File: src/rtl/pio_seq_pkg.sv
package pio_seq_pkg;
  localparam int unsigned N_DEV = 2;

  typedef enum logic [2:0] {
    ST_IDLE   = 3'd0,
    ST_SETUP  = 3'd1,
    ST_STROBE = 3'd2,
    ST_HOLD   = 3'd3,
    ST_RECOV  = 3'd4
  } seq_state_e;

  localparam logic [1:0] CS_CMD_N = 2'b10;
  localparam logic [1:0] CS_CTL_N = 2'b01;
  localparam logic [1:0] CS_OFF_N = 2'b11;
endpackage

File: src/rtl/pio_timing_sel.sv
module pio_timing_sel
  import pio_seq_pkg::*;
#(
  parameter int unsigned CNT_W = 8
) (
  input  logic                       wide_i,
  input  logic                       dev_i,
  input  logic [N_DEV-1:0][CNT_W-1:0] tf_stb_i,
  input  logic [N_DEV-1:0][CNT_W-1:0] tf_rcv_i,
  input  logic [N_DEV-1:0][CNT_W-1:0] dt_stb_i,
  input  logic [N_DEV-1:0][CNT_W-1:0] dt_rcv_i,
  output logic [CNT_W-1:0]           stb_len_o,
  output logic [CNT_W-1:0]           rcv_len_o
);
  localparam logic [CNT_W-1:0] ONE = CNT_W'(1);

  logic [N_DEV-1:0][CNT_W-1:0] stb_c, rcv_c;

  for (genvar d = 0; d < N_DEV; d++) begin : g_dev
    logic [CNT_W-1:0] s_raw, r_raw;
    assign s_raw    = wide_i ? dt_stb_i[d] : tf_stb_i[d];
    assign r_raw    = wide_i ? dt_rcv_i[d] : tf_rcv_i[d];
    // zero programs the minimum width of one clock
    assign stb_c[d] = (s_raw == '0) ? ONE : s_raw;
    assign rcv_c[d] = (r_raw == '0) ? ONE : r_raw;
  end

  assign stb_len_o = stb_c[dev_i];
  assign rcv_len_o = rcv_c[dev_i];
endmodule

File: src/rtl/pio_phase_ctr.sv
module pio_phase_ctr #(
  parameter int unsigned CNT_W = 8
) (
  input  logic             clk_i,
  input  logic             rst_ni,
  input  logic             clr_i,
  input  logic [CNT_W-1:0] len_i,
  output logic             last_o
);
  logic [CNT_W-1:0] cnt_q;
  logic [CNT_W-1:0] lim;

  assign lim    = CNT_W'(len_i - 1'b1);
  assign last_o = (cnt_q >= lim);

  // saturates at the last count: a stalled strobe parks here
  always_ff @(posedge clk_i or negedge rst_ni) begin
    if (!rst_ni)      cnt_q <= '0;
    else if (clr_i)   cnt_q <= '0;
    else if (!last_o) cnt_q <= cnt_q + 1'b1;
  end

  AST_CNT_BOUND: assert property (@(posedge clk_i) disable iff (!rst_ni)
    (len_i != '0) |-> (cnt_q <= lim));
endmodule

File: src/rtl/pio_wait_mon.sv
module pio_wait_mon #(
  parameter int unsigned TMO_W = 16
) (
  input  logic             clk_i,
  input  logic             rst_ni,
  input  logic             arm_i,
  input  logic             stall_i,
  input  logic [TMO_W-1:0] tmo_i,
  input  logic             clr_i,
  output logic             expire_o,
  output logic             irq_o
);
  logic [TMO_W-1:0] wcnt_q;
  logic             irq_q;
  logic             tmo_on;

  assign tmo_on   = (tmo_i != '0);
  assign expire_o = stall_i && tmo_on && (wcnt_q == TMO_W'(tmo_i - 1'b1));
  assign irq_o    = irq_q;

  always_ff @(posedge clk_i or negedge rst_ni) begin
    if (!rst_ni)                            wcnt_q <= '0;
    else if (!arm_i)                        wcnt_q <= '0;
    else if (stall_i && tmo_on && !expire_o) wcnt_q <= wcnt_q + 1'b1;
  end

  always_ff @(posedge clk_i or negedge rst_ni) begin
    if (!rst_ni)       irq_q <= 1'b0;
    else if (expire_o) irq_q <= 1'b1;
    else if (clr_i)    irq_q <= 1'b0;
  end

  AST_IRQ_STICKY: assert property (@(posedge clk_i) disable iff (!rst_ni)
    irq_q && !clr_i |=> irq_q);
  AST_IRQ_CAUSE: assert property (@(posedge clk_i) disable iff (!rst_ni)
    $rose(irq_q) |-> $past(stall_i && tmo_i != '0));
endmodule

File: src/rtl/pio_strobe_seq.sv
module pio_strobe_seq
  import pio_seq_pkg::*;
#(
  parameter int unsigned CNT_W  = 8,
  parameter int unsigned TMO_W  = 16,
  parameter int unsigned DATA_W = 16,
  parameter int unsigned ADDR_W = 3
) (
  input  logic                        clk_i,
  input  logic                        rst_ni,
  input  logic                        req_valid_i,
  output logic                        req_ready_o,
  input  logic                        req_write_i,
  input  logic                        req_wide_i,
  input  logic                        req_dev_i,
  input  logic                        req_ctl_i,
  input  logic [ADDR_W-1:0]           req_addr_i,
  input  logic [DATA_W-1:0]           req_wdata_i,
  output logic                        done_o,
  output logic [DATA_W-1:0]           rdata_o,
  input  logic [N_DEV-1:0][CNT_W-1:0] tf_stb_i,
  input  logic [N_DEV-1:0][CNT_W-1:0] tf_rcv_i,
  input  logic [N_DEV-1:0][CNT_W-1:0] dt_stb_i,
  input  logic [N_DEV-1:0][CNT_W-1:0] dt_rcv_i,
  input  logic [CNT_W-1:0]            hold_i,
  input  logic [TMO_W-1:0]            tmo_i,
  input  logic                        tmo_clr_i,
  output logic                        tmo_irq_o,
  input  logic                        iordy_i,
  output logic [1:0]                  cs_n_o,
  output logic [ADDR_W-1:0]           addr_o,
  output logic                        rd_n_o,
  output logic                        wr_n_o,
  output logic [DATA_W-1:0]           dd_o,
  output logic                        dd_oe_o,
  input  logic [DATA_W-1:0]           dd_i
);
  localparam int unsigned BYTE_W = 8;
  localparam int unsigned UPR_W  = DATA_W - BYTE_W;

  seq_state_e state_q, state_d;
  logic [CNT_W-1:0]  stb_q, rcv_q, hold_q, phase_len;
  logic [CNT_W-1:0]  stb_sel, rcv_sel;
  logic [ADDR_W-1:0] addr_q;
  logic [DATA_W-1:0] wdata_q, rdata_q;
  logic              write_q, ctl_q, done_q;
  logic              accept, last, stall, expire, adv, bus_act, strobe_n;

  pio_timing_sel #(.CNT_W(CNT_W)) u_sel (
    .wide_i   (req_wide_i),
    .dev_i    (req_dev_i),
    .tf_stb_i (tf_stb_i),
    .tf_rcv_i (tf_rcv_i),
    .dt_stb_i (dt_stb_i),
    .dt_rcv_i (dt_rcv_i),
    .stb_len_o(stb_sel),
    .rcv_len_o(rcv_sel)
  );

  always_comb begin
    case (state_q)
      ST_STROBE: phase_len = stb_q;
      ST_HOLD:   phase_len = hold_q;
      ST_RECOV:  phase_len = rcv_q;
      default:   phase_len = CNT_W'(1);
    endcase
  end

  pio_phase_ctr #(.CNT_W(CNT_W)) u_ctr (
    .clk_i (clk_i),
    .rst_ni(rst_ni),
    .clr_i (adv),
    .len_i (phase_len),
    .last_o(last)
  );

  assign stall = (state_q == ST_STROBE) && last && !iordy_i;

  pio_wait_mon #(.TMO_W(TMO_W)) u_wait (
    .clk_i   (clk_i),
    .rst_ni  (rst_ni),
    .arm_i   (state_q == ST_STROBE),
    .stall_i (stall),
    .tmo_i   (tmo_i),
    .clr_i   (tmo_clr_i),
    .expire_o(expire),
    .irq_o   (tmo_irq_o)
  );

  assign accept = (state_q == ST_IDLE) && req_valid_i;

  always_comb begin
    state_d = state_q;
    case (state_q)
      ST_IDLE:   if (req_valid_i) state_d = ST_SETUP;
      ST_SETUP:  if (last) state_d = ST_STROBE;
      ST_STROBE: if (last && (iordy_i || expire)) state_d = ST_HOLD;
      ST_HOLD:   if (last) state_d = ST_RECOV;
      ST_RECOV:  if (last) state_d = ST_IDLE;
      default:   state_d = ST_IDLE;
    endcase
  end

  assign adv = (state_d != state_q);

  always_ff @(posedge clk_i or negedge rst_ni) begin
    if (!rst_ni) state_q <= ST_IDLE;
    else         state_q <= state_d;
  end

  // timing, target and data are frozen for the whole access
  always_ff @(posedge clk_i or negedge rst_ni) begin
    if (!rst_ni) begin
      stb_q   <= CNT_W'(1);
      rcv_q   <= CNT_W'(1);
      hold_q  <= CNT_W'(1);
      addr_q  <= '0;
      wdata_q <= '0;
      write_q <= 1'b0;
      ctl_q   <= 1'b0;
    end else if (accept) begin
      stb_q   <= stb_sel;
      rcv_q   <= rcv_sel;
      hold_q  <= (hold_i == '0) ? CNT_W'(1) : hold_i;
      addr_q  <= req_addr_i;
      wdata_q <= req_wide_i ? req_wdata_i : {{UPR_W{1'b0}}, req_wdata_i[BYTE_W-1:0]};
      write_q <= req_write_i;
      ctl_q   <= req_ctl_i;
    end
  end

  logic wide_q;
  always_ff @(posedge clk_i or negedge rst_ni) begin
    if (!rst_ni)     wide_q <= 1'b0;
    else if (accept) wide_q <= req_wide_i;
  end

  // read data taken on the edge that negates the strobe
  always_ff @(posedge clk_i or negedge rst_ni) begin
    if (!rst_ni) begin
      rdata_q <= '0;
      done_q  <= 1'b0;
    end else begin
      if (state_q == ST_STROBE && state_d == ST_HOLD && !write_q)
        rdata_q <= wide_q ? dd_i : {{UPR_W{1'b0}}, dd_i[BYTE_W-1:0]};
      done_q <= (state_q == ST_RECOV) && (state_d == ST_IDLE);
    end
  end

  assign bus_act     = (state_q == ST_SETUP) || (state_q == ST_STROBE) || (state_q == ST_HOLD);
  assign req_ready_o = (state_q == ST_IDLE);
  assign cs_n_o      = bus_act ? (ctl_q ? CS_CTL_N : CS_CMD_N) : CS_OFF_N;
  assign addr_o      = addr_q;
  assign rd_n_o      = !((state_q == ST_STROBE) && !write_q);
  assign wr_n_o      = !((state_q == ST_STROBE) && write_q);
  assign dd_o        = wdata_q;
  assign dd_oe_o     = bus_act && write_q;
  assign rdata_o     = rdata_q;
  assign done_o      = done_q;
  assign strobe_n    = rd_n_o && wr_n_o;

  logic cs_act;
  assign cs_act = (cs_n_o != CS_OFF_N);

  AST_SETUP_FIRST: assert property (@(posedge clk_i) disable iff (!rst_ni)
    $fell(strobe_n) |-> $past(cs_act));
  AST_ACCEPT_IDLE: assert property (@(posedge clk_i) disable iff (!rst_ni)
    $rose(cs_act) |-> $past(req_valid_i && req_ready_o));
  AST_READY_QUIET: assert property (@(posedge clk_i) disable iff (!rst_ni)
    req_ready_o |-> !cs_act && strobe_n && !dd_oe_o);
  AST_BUS_STABLE: assert property (@(posedge clk_i) disable iff (!rst_ni)
    cs_act && $past(cs_act) |-> $stable(addr_o) && $stable(cs_n_o) && $stable(dd_o));
  AST_HOLD_AFTER: assert property (@(posedge clk_i) disable iff (!rst_ni)
    $rose(strobe_n) |-> cs_act);
endmodule

File: config.mk
export PLATFORM = sky130hd
export DESIGN_NAME = pio_strobe_seq
export DESIGN_NICKNAME = d
export VERILOG_FILES = /design/src/rtl/pio_seq_pkg.sv /design/src/rtl/pio_timing_sel.sv /design/src/rtl/pio_phase_ctr.sv /design/src/rtl/pio_wait_mon.sv /design/src/rtl/pio_strobe_seq.sv
export SDC_FILE = /design/constraint.sdc
export NUM_CORES = 1
export LEC_CHECK = 0
export BUFFER_PORTS_ARGS = -buffer_cell sky130_fd_sc_hd__buf_2
export CAP_MARGIN = 20
export CORE_MARGIN = 5
export CORE_UTILIZATION = 41
export CTS_CLUSTER_DIAMETER = 100
export DETAILED_ROUTE_END_ITERATION = 16
export PLACE_DENSITY = 0.64
export RECOVER_POWER = 100
export SYNTH_ARGS = -nofsm -noshare
export SYNTH_HDL_FRONTEND = slang
export SYNTH_SLANG_ARGS = --single-unit
export TNS_END_PERCENT = 30
File: constraint.sdc
create_clock -name clk_i -period 11.2 [get_ports clk_i]
set_clock_uncertainty 0.05 [all_clocks]
set_input_delay 2.24 -clock clk_i [delete_from_list [all_inputs] [get_ports clk_i]]
set_output_delay 2.24 -clock clk_i [all_outputs]
set_load 0.005 [all_outputs]
==> flow_metrics.tcl <==
set metrics [dict create \
    status "finished with violations" \
    violations "capacitance limit, slew limit" \
    fin_crit_sh 0.5651 \
    worstPathRequired_ns 10.65 \
    worst_path_largest_cell_delay_ns 2.94 \
    peakVddDrop_v 0.0001048 \
    clk_pin_slew_ns 0.06 \
    critPathKind "input pin to asynchronous set/reset pin" \
    cts_buffers 9 \
    cts_tree "yes" \
    vias 4878 \
    clock_path_buffers 2 \
    ys_ff_latch 91 \
    finalHoldViolCount 0 \
    finalSetupViolCount 0 \
    p_total_mw 0.7168 \
    final_core_util 0.5113 \
    seq_area_sq_um 2281 \
    holdWs_ns 0.4263 \
    worstSetupEndpointType "asynchronous set/reset pin" \
    cts_resized 0 \
    die_w_microns 126.7 \
    maxSlewViolCount 137 \
    grt_use_total 0.1934 \
    areaGrowthSynthToFinish_pct 21.68 \
    drtPass1Iterations 5 \
    antenna_found_initial 0 \
    cts_root_buf "clkbuf_16" \
    drive_gt1_frac 0.3309 \
    htreeDepth 3 \
    fin_cells 874 \
    fmax_ghz 0.1580 \
    syn_area_sq_um 5587 \
    p_leak_nw 3.115 \
    syn_avg_cell_area_sq_um 10.52 \
    synthesis.nets 675 \
    coreArea_sq_um 13300 \
    setup_tns_ns 0 \
    grt_pass1_vias 5090 \
    clock_latency_ns 0.35 \
    post_drt_wl_per_cell_microns 17.77 \
    worstMarginPinSlew_ns 4.098 \
    cpMaxStageDelayCell "clkbuf_1" \
    synthDistinctLibCells 68 \
    grt_max_degree 78 \
    slew_headroom -1.732 \
    dp_hpwl_mm 12.40 \
    worstPathCellList "clkbuf_1, clkbuf_1" \
    cts_hold_buf 0 \
    drtAntennaViolNets 0 \
    netlist_instances 531 \
    multi_input_area_sq_um 3092 \
    crit_buf_inv 2 \
    core.rowCount 42 \
    crit_path_frequent_cell "clkbuf_1" \
    critical_path.top_delay_family "buffers and inverters" \
    path_max_fanout 77 \
    viasPerCell 5.581 \
    n_fill_cell 1247 \
    ys.flop_type "dfrtp_1" \
    dieArea_sq_um 16060 \
    antennaDiodeCount 0 \
    cp.arrival_ns 5.78 \
    grt-ovfl-total 0 \
    synth_edf_count 0 \
    postCtsSetupBuffers 0 \
    initial_utilization 0.4202 \
    power.density_nw_per_um2 105.4 \
    portBuffers 174 \
    ys_warn_count 0 \
    async_flop_share 1.000 \
    hp-class "flop to flop" \
    drc 0 \
    placed_cells 858 \
    start_kind "input pin" \
    ys_seq_area_frac 0.4083 \
    ios 175 \
    grt_pass1_wl_mm 25.39 \
    drt_wl_total_mm 15.53 \
    cts.sinks 91 \
    rsz0062_at_grt "no" \
    period_needed_ns 6.329 \
    fp.dieH_microns 126.7 \
    place.gp.congestion 0.9732 \
    maxCapViolCount 2 \
    nNetsFinal 837 \
    first_iter_violations 249 \
]
==> metal layers <==
layer	global-route usage	vias to the layer above	wire, microns
met2	0.3222	211	7590
met4	0.06372	0	405
met5	0	-	0
met3	0.05254	27	1193
met1	0.2444	2326	6344
li1	-	2314	-
==> worst paths after layout <==
check | start | endpoint | slack, ns | cells past startpoint
max reg2reg | state_q[0] | rdata_o[3] | 5.88 | 12
min | stb_q[0] | stb_q[0] | 0.43 | 2
min reg2reg | stb_q[0] | stb_q[0] | 0.43 | 2
max | rst_ni | rcv_q[4] | 4.87 | 2
max in group clk_i | tmo_i[2] | rdata_o[3] | 5.66 | 8
min in group asynchronous | rst_ni | dd_o[7] | 1.89 | 1
==> Yosys cell counts (all sizes together), types with 2 or more instances <==
cell	instances	area share
and3	9	0.010
o31ai	10	0.017
nor4	17	0.021
or4	12	0.017
nand4	8	0.0090
a2111oi	5	0.015
mux4	16	0.065
a211oi	4	0.0063
mux2i	10	0.018
buf	8	0.0085
nand3b	3	0.0040
a22o	8	0.013
clkbuf	18	0.012
dfrtp	88	0.39
a21oi	27	0.024
o21ai	22	0.020
mux2	44	0.090
nand3	12	0.011
or3	4	0.0054
xnor2	16	0.025
nor2b	6	0.0067
nor2	38	0.026
o211ai	4	0.0087
dfstp	3	0.014
nand2b	2	0.0022
inv	16	0.011
xor2	18	0.028
ha	12	0.027
nand2	42	0.028
nor3	17	0.017
o22ai	4	0.0045
and2	6	0.0067
==> report_power, final <==
group | leakage [nW] | switching (mW) | internal, mW | total [mW]
Combinational | 1.74 | 0.0377 | 0.0345 | 0.0723
Clock | 0.149 | 0.137 | 0.177 | 0.314
Sequential | 1.23 | 0.000942 | 0.330 | 0.331
==> placed cells by master (no fill, tap or decap), types with 3 or more instances in the layout <==
master | netlist | layout
a2111oi_0 | 3 | 3
a211oi_1 | 3 | 4
a21oi_1 | 27 | 27
a22o_1 | 8 | 8
and2_1 | 6 | 4
and3_1 | 9 | 9
buf_2 | 2 | 140
clkbuf_1 | 18 | 37
clkbuf_16 | 0 | 9
dfrtp_1 | 88 | 88
dfstp_2 | 3 | 3
ha_1 | 12 | 12
inv_1 | 16 | 16
inv_6 | 0 | 3
mux2_2 | 42 | 43
mux2i_1 | 10 | 10
mux4_2 | 16 | 16
nand2_1 | 42 | 42
nand3_1 | 12 | 12
nand3b_1 | 3 | 3
nand4_1 | 8 | 8
nor2_1 | 38 | 38
nor2b_1 | 6 | 6
nor3_1 | 16 | 16
nor4_1 | 15 | 15
o211ai_1 | 2 | 3
o21ai_0 | 21 | 22
o22ai_1 | 4 | 4
o31ai_1 | 8 | 9
or3_1 | 3 | 3
or4_1 | 11 | 11
xnor2_1 | 16 | 16
xor2_1 | 18 | 18
==> flip-flops by register name (all words and copies together) (netlist names), 3 cells and up <==
register	flops
dd_o	16
addr_o	3
u_wait.wcnt_q	16
state_q	3
hold_q	8
stb_q	8
rdata_o	16
rcv_q	8
u_ctr.cnt_q	8
==> through the flow <==
step / cell area [sq um] / worst slack, ns
floorplan: 5587 / 6.154
global placement: 6590 / 5.858
detailed placement: 6590 / 5.779
CTS: 6895 / 6.097
global route: 6798 / 3.825
finish: 6798 / 4.871
==> area by class of cell <==
type / instances / share of cell area
multi-input cells: 398 / 0.4548
flip-flops and latches: 91 / 0.3355
repair buffers: 177 / 0.1235
clock buffers: 9 / 0.03313
well taps: 176 / 0.03239
clock inverters: 7 / 0.01178
inverters: 16 / 0.008835
==> logic make-up (layout without fill, tap and decap cells) <==
logic type,Yosys count,after routing,synth area share
compound gates,102,102,0.1380
xor+xnor,34,34,0.05330
fa+ha+maj,12,12,0.02687
buf+inv,42,209,0.03135
flops,91,91,0.4083
mux,70,70,0.1725
simple gates,180,180,0.1698
(Power assumes the default switching activity.)
